<file path="config.mk">
export PLATFORM = sky130hd
export DESIGN_NAME = pixline_encoder
export DESIGN_NICKNAME = d
export VERILOG_FILES = /design/src/rtl/pixline_pkg.sv /design/src/rtl/pixline_reorder.sv /design/src/rtl/pixline_phase_timer.sv /design/src/rtl/pixline_encoder.sv
export SDC_FILE = /design/constraint.sdc
export NUM_CORES = 1
export LEC_CHECK = 0
export CORE_MARGIN = 2
export CORE_UTILIZATION = 57
export CTS_BUF_LIST = sky130_fd_sc_hd__clkbuf_4
export CTS_CLUSTER_SIZE = 10
export DETAILED_ROUTE_END_ITERATION = 6
export PLACE_DENSITY = 0.82
export SLEW_MARGIN = 20
export SYNTH_ARGS = -nofsm -noshare
export SYNTH_HDL_FRONTEND = slang
export SYNTH_SLANG_ARGS = --single-unit
</file>
<file path="constraint.sdc">
create_clock -name clk -period 9.3 [get_ports clk]
set_clock_uncertainty 0.05 [all_clocks]
set_input_delay 1.395 -clock clk [delete_from_list [all_inputs] [get_ports clk]]
set_output_delay 1.395 -clock clk [all_outputs]
set_load 0.005 [all_outputs]
</file>
<file path="src/rtl/pixline_pkg.sv">
package pixline_pkg;

   localparam int NUM_CH = 3;

   typedef enum logic [2:0] {
      ST_IDLE,
      ST_FETCH,
      ST_HIGH,
      ST_LOW,
      ST_GAP
   } enc_state_e;

   function automatic int max_int(input int a, input int b);
      return (a > b) ? a : b;
   endfunction

endpackage

</file>
<file path="src/rtl/pixline_reorder.sv">
module pixline_reorder
   import pixline_pkg::*;
#(
   parameter int CH_W          = 8,
   parameter int DEFAULT_ORDER = 2
) (
   input  logic [2:0]             mode,
   input  logic [NUM_CH*CH_W-1:0] pix_in,
   output logic [NUM_CH*CH_W-1:0] pix_out
);

   logic [CH_W-1:0] ch  [NUM_CH];
   logic [1:0]      src [NUM_CH];
   logic [2:0]      eff_mode;

   always_comb begin
      eff_mode = (mode > 3'd5) ? 3'(DEFAULT_ORDER) : mode;
      case (eff_mode)
         3'd0:    begin src[0] = 2'd0; src[1] = 2'd1; src[2] = 2'd2; end
         3'd1:    begin src[0] = 2'd0; src[1] = 2'd2; src[2] = 2'd1; end
         3'd3:    begin src[0] = 2'd1; src[1] = 2'd2; src[2] = 2'd0; end
         3'd4:    begin src[0] = 2'd2; src[1] = 2'd0; src[2] = 2'd1; end
         3'd5:    begin src[0] = 2'd2; src[1] = 2'd1; src[2] = 2'd0; end
         default: begin src[0] = 2'd1; src[1] = 2'd0; src[2] = 2'd2; end
      endcase
   end

   // slot 0 is the most significant byte of both words (sent first)
   for (genvar k = 0; k < NUM_CH; k++) begin : g_slot
      assign ch[k] = pix_in[(NUM_CH-k)*CH_W-1 -: CH_W];
      assign pix_out[(NUM_CH-k)*CH_W-1 -: CH_W] = ch[src[k]];
   end

endmodule

</file>
<file path="src/rtl/pixline_phase_timer.sv">
module pixline_phase_timer #(
   parameter int W = 17
) (
   input  logic         clk,
   input  logic         rst_n,
   input  logic         load,
   input  logic [W-1:0] load_val,
   output logic         expired
);

   logic [W-1:0] cnt;

   always_ff @(posedge clk) begin
      if (!rst_n)          cnt <= '0;
      else if (load)       cnt <= load_val;
      else if (cnt != '0)  cnt <= cnt - 1'b1;
   end

   assign expired = (cnt == '0);

   // once the count has run out it stays out until reloaded
   assert_hold_expired_R1: assert property (@(posedge clk) disable iff (!rst_n)
      expired && !load |=> expired);

endmodule

</file>
<file path="src/rtl/pixline_encoder.sv">
module pixline_encoder
   import pixline_pkg::*;
#(
   parameter int CH_W          = 8,
   parameter int ONE_HI_W      = 6,
   parameter int ONE_LO_W      = 5,
   parameter int ZERO_HI_W     = 5,
   parameter int ZERO_LO_W     = 6,
   parameter int GAP_W         = 17,
   parameter int LEN_W         = 13,
   parameter int DEFAULT_ORDER = 2
) (
   input  logic                   clk,
   input  logic                   rst_n,
   input  logic                   start,
   input  logic [2:0]             order_mode,
   input  logic [LEN_W-1:0]       pixel_total,
   input  logic [ONE_HI_W-1:0]    one_hi_cyc,
   input  logic [ONE_LO_W-1:0]    one_lo_cyc,
   input  logic [ZERO_HI_W-1:0]   zero_hi_cyc,
   input  logic [ZERO_LO_W-1:0]   zero_lo_cyc,
   input  logic [GAP_W-1:0]       gap_cyc,
   input  logic                   pix_valid,
   input  logic [NUM_CH*CH_W-1:0] pix_data,
   output logic                   pix_ready,
   output logic                   line_out,
   output logic                   busy,
   output logic                   done,
   output logic                   underrun
);

   localparam int PIX_W = NUM_CH * CH_W;
   localparam int IDX_W = $clog2(PIX_W);
   localparam int TMR_W = max_int(max_int(max_int(ONE_HI_W, ONE_LO_W),
                                          max_int(ZERO_HI_W, ZERO_LO_W)), GAP_W);

   if (CH_W < 1) begin : g_bad_ch
      $error("CH_W must be at least 1");
   end
   if (DEFAULT_ORDER < 0 || DEFAULT_ORDER > 5) begin : g_bad_order
      $error("DEFAULT_ORDER must lie in 0..5");
   end
   if (LEN_W < 1 || GAP_W < 1) begin : g_bad_len
      $error("LEN_W and GAP_W must be positive");
   end

   enc_state_e           st, st_n;
   logic [2:0]           cfg_mode;
   logic [ONE_HI_W-1:0]  cfg_one_hi;
   logic [ONE_LO_W-1:0]  cfg_one_lo;
   logic [ZERO_HI_W-1:0] cfg_zero_hi;
   logic [ZERO_LO_W-1:0] cfg_zero_lo;
   logic [GAP_W-1:0]     cfg_gap;
   logic [LEN_W-1:0]     left;
   logic [PIX_W-1:0]     word, word_in;
   logic [IDX_W-1:0]     bit_idx;
   logic                 tmr_load, tmr_expired;
   logic [TMR_W-1:0]     ld_raw, ld_val;
   logic                 start_ok, low_end, last_bit, more, take;

   pixline_reorder #(.CH_W(CH_W), .DEFAULT_ORDER(DEFAULT_ORDER)) u_reorder (
      .mode    (cfg_mode),
      .pix_in  (pix_data),
      .pix_out (word_in)
   );

   pixline_phase_timer #(.W(TMR_W)) u_timer (
      .clk      (clk),
      .rst_n    (rst_n),
      .load     (tmr_load),
      .load_val (ld_val),
      .expired  (tmr_expired)
   );

   function automatic logic [TMR_W-1:0] hi_len(input logic b);
      return b ? TMR_W'(cfg_one_hi) : TMR_W'(cfg_zero_hi);
   endfunction

   function automatic logic [TMR_W-1:0] lo_len(input logic b);
      return b ? TMR_W'(cfg_one_lo) : TMR_W'(cfg_zero_lo);
   endfunction

   assign start_ok  = (st == ST_IDLE) && start;
   assign low_end   = (st == ST_LOW) && tmr_expired;
   assign last_bit  = (bit_idx == '0);
   assign more      = (left > LEN_W'(1));
   assign pix_ready = (st == ST_FETCH) || (low_end && last_bit && more);
   assign take      = pix_ready && pix_valid;

   always_comb begin
      st_n     = st;
      tmr_load = 1'b0;
      ld_raw   = '0;
      case (st)
         ST_IDLE: if (start) begin
            if (pixel_total == '0) begin
               st_n = ST_GAP; tmr_load = 1'b1; ld_raw = TMR_W'(gap_cyc);
            end else begin
               st_n = ST_FETCH;
            end
         end
         ST_FETCH: if (pix_valid) begin
            st_n = ST_HIGH; tmr_load = 1'b1; ld_raw = hi_len(word_in[PIX_W-1]);
         end
         ST_HIGH: if (tmr_expired) begin
            st_n = ST_LOW; tmr_load = 1'b1; ld_raw = lo_len(word[PIX_W-1]);
         end
         ST_LOW: if (tmr_expired) begin
            if (!last_bit) begin
               st_n = ST_HIGH; tmr_load = 1'b1; ld_raw = hi_len(word[PIX_W-2]);
            end else if (more) begin
               if (pix_valid) begin
                  st_n = ST_HIGH; tmr_load = 1'b1; ld_raw = hi_len(word_in[PIX_W-1]);
               end else begin
                  st_n = ST_FETCH;
               end
            end else begin
               st_n = ST_GAP; tmr_load = 1'b1; ld_raw = TMR_W'(cfg_gap);
            end
         end
         ST_GAP: if (tmr_expired) st_n = ST_IDLE;
         default: st_n = ST_IDLE;
      endcase
      ld_val = (ld_raw == '0) ? '0 : ld_raw - 1'b1;
   end

   always_ff @(posedge clk) begin
      if (!rst_n) begin
         st       <= ST_IDLE;
         done     <= 1'b0;
         underrun <= 1'b0;
         left     <= '0;
         word     <= '0;
         bit_idx  <= '0;
      end else begin
         st   <= st_n;
         done <= (st == ST_GAP) && tmr_expired;
         if (start_ok)
            underrun <= 1'b0;
         else if (low_end && last_bit && more && !pix_valid)
            underrun <= 1'b1;
         if (start_ok)
            left <= pixel_total;
         else if (low_end && last_bit && left != '0)
            left <= left - 1'b1;
         if (take) begin
            word    <= word_in;
            bit_idx <= IDX_W'(PIX_W - 1);
         end else if (low_end && !last_bit) begin
            word    <= {word[PIX_W-2:0], 1'b0};
            bit_idx <= bit_idx - 1'b1;
         end
      end
   end

   always_ff @(posedge clk) begin
      if (!rst_n) begin
         cfg_mode    <= 3'(DEFAULT_ORDER);
         cfg_one_hi  <= '0;
         cfg_one_lo  <= '0;
         cfg_zero_hi <= '0;
         cfg_zero_lo <= '0;
         cfg_gap     <= '0;
      end else if (start_ok) begin
         cfg_mode    <= order_mode;
         cfg_one_hi  <= one_hi_cyc;
         cfg_one_lo  <= one_lo_cyc;
         cfg_zero_hi <= zero_hi_cyc;
         cfg_zero_lo <= zero_lo_cyc;
         cfg_gap     <= gap_cyc;
      end
   end

   assign busy     = (st != ST_IDLE);
   assign line_out = (st == ST_HIGH);

   assert_ready_only_busy_R5: assert property (@(posedge clk) disable iff (!rst_n)
      pix_ready |-> busy);
   assert_take_goes_high_R10: assert property (@(posedge clk) disable iff (!rst_n)
      pix_valid && pix_ready |=> line_out);
   assert_done_single_R6: assert property (@(posedge clk) disable iff (!rst_n)
      done |=> !done);
   assert_done_after_busy_R6: assert property (@(posedge clk) disable iff (!rst_n)
      done |-> $past(busy) && !busy);
   assert_underrun_sticky_R8: assert property (@(posedge clk) disable iff (!rst_n)
      underrun && !start |=> underrun);
   assert_busy_from_start_R4: assert property (@(posedge clk) disable iff (!rst_n)
      $rose(busy) |-> $past(start));

endmodule

</file>
==> reports/summary.txt <==
Clock-pin slew on the worst setup and hold paths - 0.16 ns
Post-CTS Hold Buffers - 0
TritonCTS clock tree - yes
CP bufs+invs - 2
Post-DP HPWL - 12800 um
PD cells - 239 mW/mm^2
Final hold vios - 0
Wire per inst - 16.9 um
Syn nets - 961
Vias in the first global route - 6042
Total routed wirelength - 18000 um
Minimum clock period - 5.04 ns
Largest family of logic cells by synthesized area - simple AND/OR/NAND/NOR gates
Total number of vias - 6656
Post-synthesis xor/xnor area fraction - 0.0491
Adder-Cell Fraction of Synth Area - 0.0129
Worst-path fanout max - 15
Final setup violation count - 0
Gr usage total - 0.284
Simple-Gate Fraction of Synth Area - 0.272
Total CTS buffers - 9
Mapped Area - 0.00661 mm^2
Layout cells sized above 1 - 0.0552
Placer Congestion - 0.989
Yosys warns - 0
Floorplan row count - 39
Relative slew slack - 0.307
Root buffer cell - clkbuf_4
Gr ovfl total - 0
Least-Margin Pin Slew - 1.03 ns
CORE AREA - 0.0114 mm^2
Worst path max stage delay - 0.76 ns
I/O pin count - 88
Met1 Routed Length - 8210 um
Initial antenna violation count - 0
Unrepaired setup endpoints after global routing - no
Register area share after synthesis - 0.321
Syn Inst Count - 872
Hold Path Cell Cnt - 2
Peak VDD IR - 0.227 mV
Top-area cell type share of the netlist area - 0.321
DRT antenna net count - 0
Fin. max-slew vios - 0
Largest area contributor in the netlist - dfxtp_1
Largest net degree at the start of global routing - 81
Fin crit share - 0.542
Required @ worst endpoint - 7.86 ns
Power, Total - 0.00182 W
Synth top area cells - dfxtp_1 (32%), nand2_1 (9.7%), a21oi_1 (6.3%), mux2i_1 (4.5%), nor2_1 (3.9%)
DR iter-0 viols - 625
Chip Width - 112 um
Mean Syn Cell Area - 7.57 um^2
Met2 WL - 8050 um
TritonRoute pass-1 iters - 6
Starting density of the core - 0.581
# Max-Cap Violations - 0
Critical path, cell by cell - inv_1, ha_1, or4b_1, nor4_1, nand3_1, o21ai_0, clkdlybuf4s50_1
Synth unique cells - 81
Post-CTS Setup Bufs - 0
FF-to-FF path depth - 14
Mux cell area share after synthesis - 0.0472
Diode count - 0
Async set-reset flop share out of synthesis - 0
Hold slack - 0.417 ns
Port Buf Inserts - 87
Worst Path Arrival - 3.59 ns
#FFs+latches synth - 106
Worst hold path type - reg2reg
Cell family with most CP delay - simple AND/OR/NAND/NOR gates
First-pass GRT wire length - 29500 um
Fin nets - 1008
Crit Path Class - reg2out
Fmax - 0.198 GHz
Worst-skew pair later-pin latency - 0.49 ns
Dpl ws - 4.08 ns
Routed vias/inst - 6.24
Die Y-Extent - 112 um
EDFF count, synth - 0
Clock sink count - 106
H-Tree Depth - 3
Die ar. - 0.0125 mm^2
Compound-Gate Fraction of Synth Area - 0.249
Post-CTS Resized - 0
Setup TNS - 0 ns
CP Depth - 7
Status - finished, final reports clean
Crit path capture type - primary output
DR DRC count - 0
Most used DFF post-synth - dfxtp_1
Post-route setup slack - 4.26 ns
WL met3 - 1330 um
LEAKAGE - 2.61 nW
Top routing layer in use - met4
Crit path launch type - flop
Clk buf depth - 2
Synth-to-layout area growth - 15.1%
Crit-path slowest cell - or4b_1
[state kept, by name, indices dropped and copies added, names as in the netlist]
register and cells:
cfg_zero_lo 6, cfg_mode 3, cfg_zero_hi 5, underrun 1, bit_idx 5, cfg_one_hi 6, left 13, cfg_gap 17
st 3, word 24, u_timer.cnt 17, cfg_one_lo 5, done 1
[area by class of cell]
cell class              instances  area [um^2]
multi-input cells             690         4180
clock inverters                 7         73.8
flip-flops and latches        106         2120
fillers                       986         3760
repair buffers                 93          916
well taps                     143          179
clock buffers                   9         67.6
inverters                      19         71.3
[stage by stage]
stage / instance area, um^2 / instances / utilization
CTS: 7600 / 1067 / 0.669
global route: 7600 / 1067 / 0.669
global placement: 7460 / 1051 / 0.656
finish: 7600 / 1067 / 0.669
detailed placement: 7460 / 1051 / 0.656
floorplan: 6610 / 872 / -
[where the power goes]
part | switching, W | total (W) | internal, W
clock network | 0.000165 | 0.000250 | 0.0000841
logic | 0.000523 | 0.000883 | 0.000360
registers | 0.000126 | 0.000688 | 0.000562
[kinds of logic (layout without fill, tap and decap cells)]
family,after synthesis,after routing
multiplexers,31,31
flip-flops,106,106
AND/OR/NAND/NOR,363,363
adder cells (fa/ha/maj),7,7
XOR/XNOR,37,37
AO/OA/AOI/OAI,252,252
buffers and inverters,76,128
[tightest hold or removal path, stage by stage, from the launching register on]
cell	delay, ns
dfxtp_1	0.34
nand2_1	0.05
a21oi_1	0.05
[cells in the mapped netlist (9+ instances only)]
library cell and number:
o22ai_1 35, a31oi_1 12, mux2i_1 30, nand3_1 18, dfxtp_1 106, a211oi_1 17
o211ai_1 9, inv_1 16, xor2_1 19, a21oi_1 83, nor3_1 22, nor2_1 69
a22o_1 12, a311oi_1 15, nand2_1 171, o21ai_0 28, clkbuf_1 44, nor4_1 9
xnor2_1 18
[cell usage in the layout (no fill, tap or decap), types with 17 or more instances in the layout]
cell type        instances
nor3_1                  22
nand3_1                 18
o21ai_0                 28
a21oi_1                 83
xnor2_1                 18
mux2i_1                 30
o22ai_1                 35
a211oi_1                17
xor2_1                  19
nor2_1                  69
clkdlybuf4s50_1         87
dfxtp_1                106
nand2_1                170
[metal layers]
layer,global-route usage,vias up
met2,0.446,312
met1,0.402,3040
met4,0.0996,0
met5,0,-
li1,-,3270
met3,0.0408,34
[path summary, 6_finish.rpt]
check / from / end / slack [ns]
worst max register to register: st[0]$_SDFFE_PN0P_ / u_timer.cnt[12]$_SDFFE_PN0P_ / 4.99
worst min-delay path: cfg_one_lo[4]$_SDFFE_PN0P_ / cfg_one_lo[4]$_SDFFE_PN0P_ / 0.42
worst min register to register: cfg_one_lo[4]$_SDFFE_PN0P_ / cfg_one_lo[4]$_SDFFE_PN0P_ / 0.42
worst max-delay path: bit_idx[0]$_SDFFE_PN0P_ / pix_ready / 4.26
(Power assumes the default switching activity.)
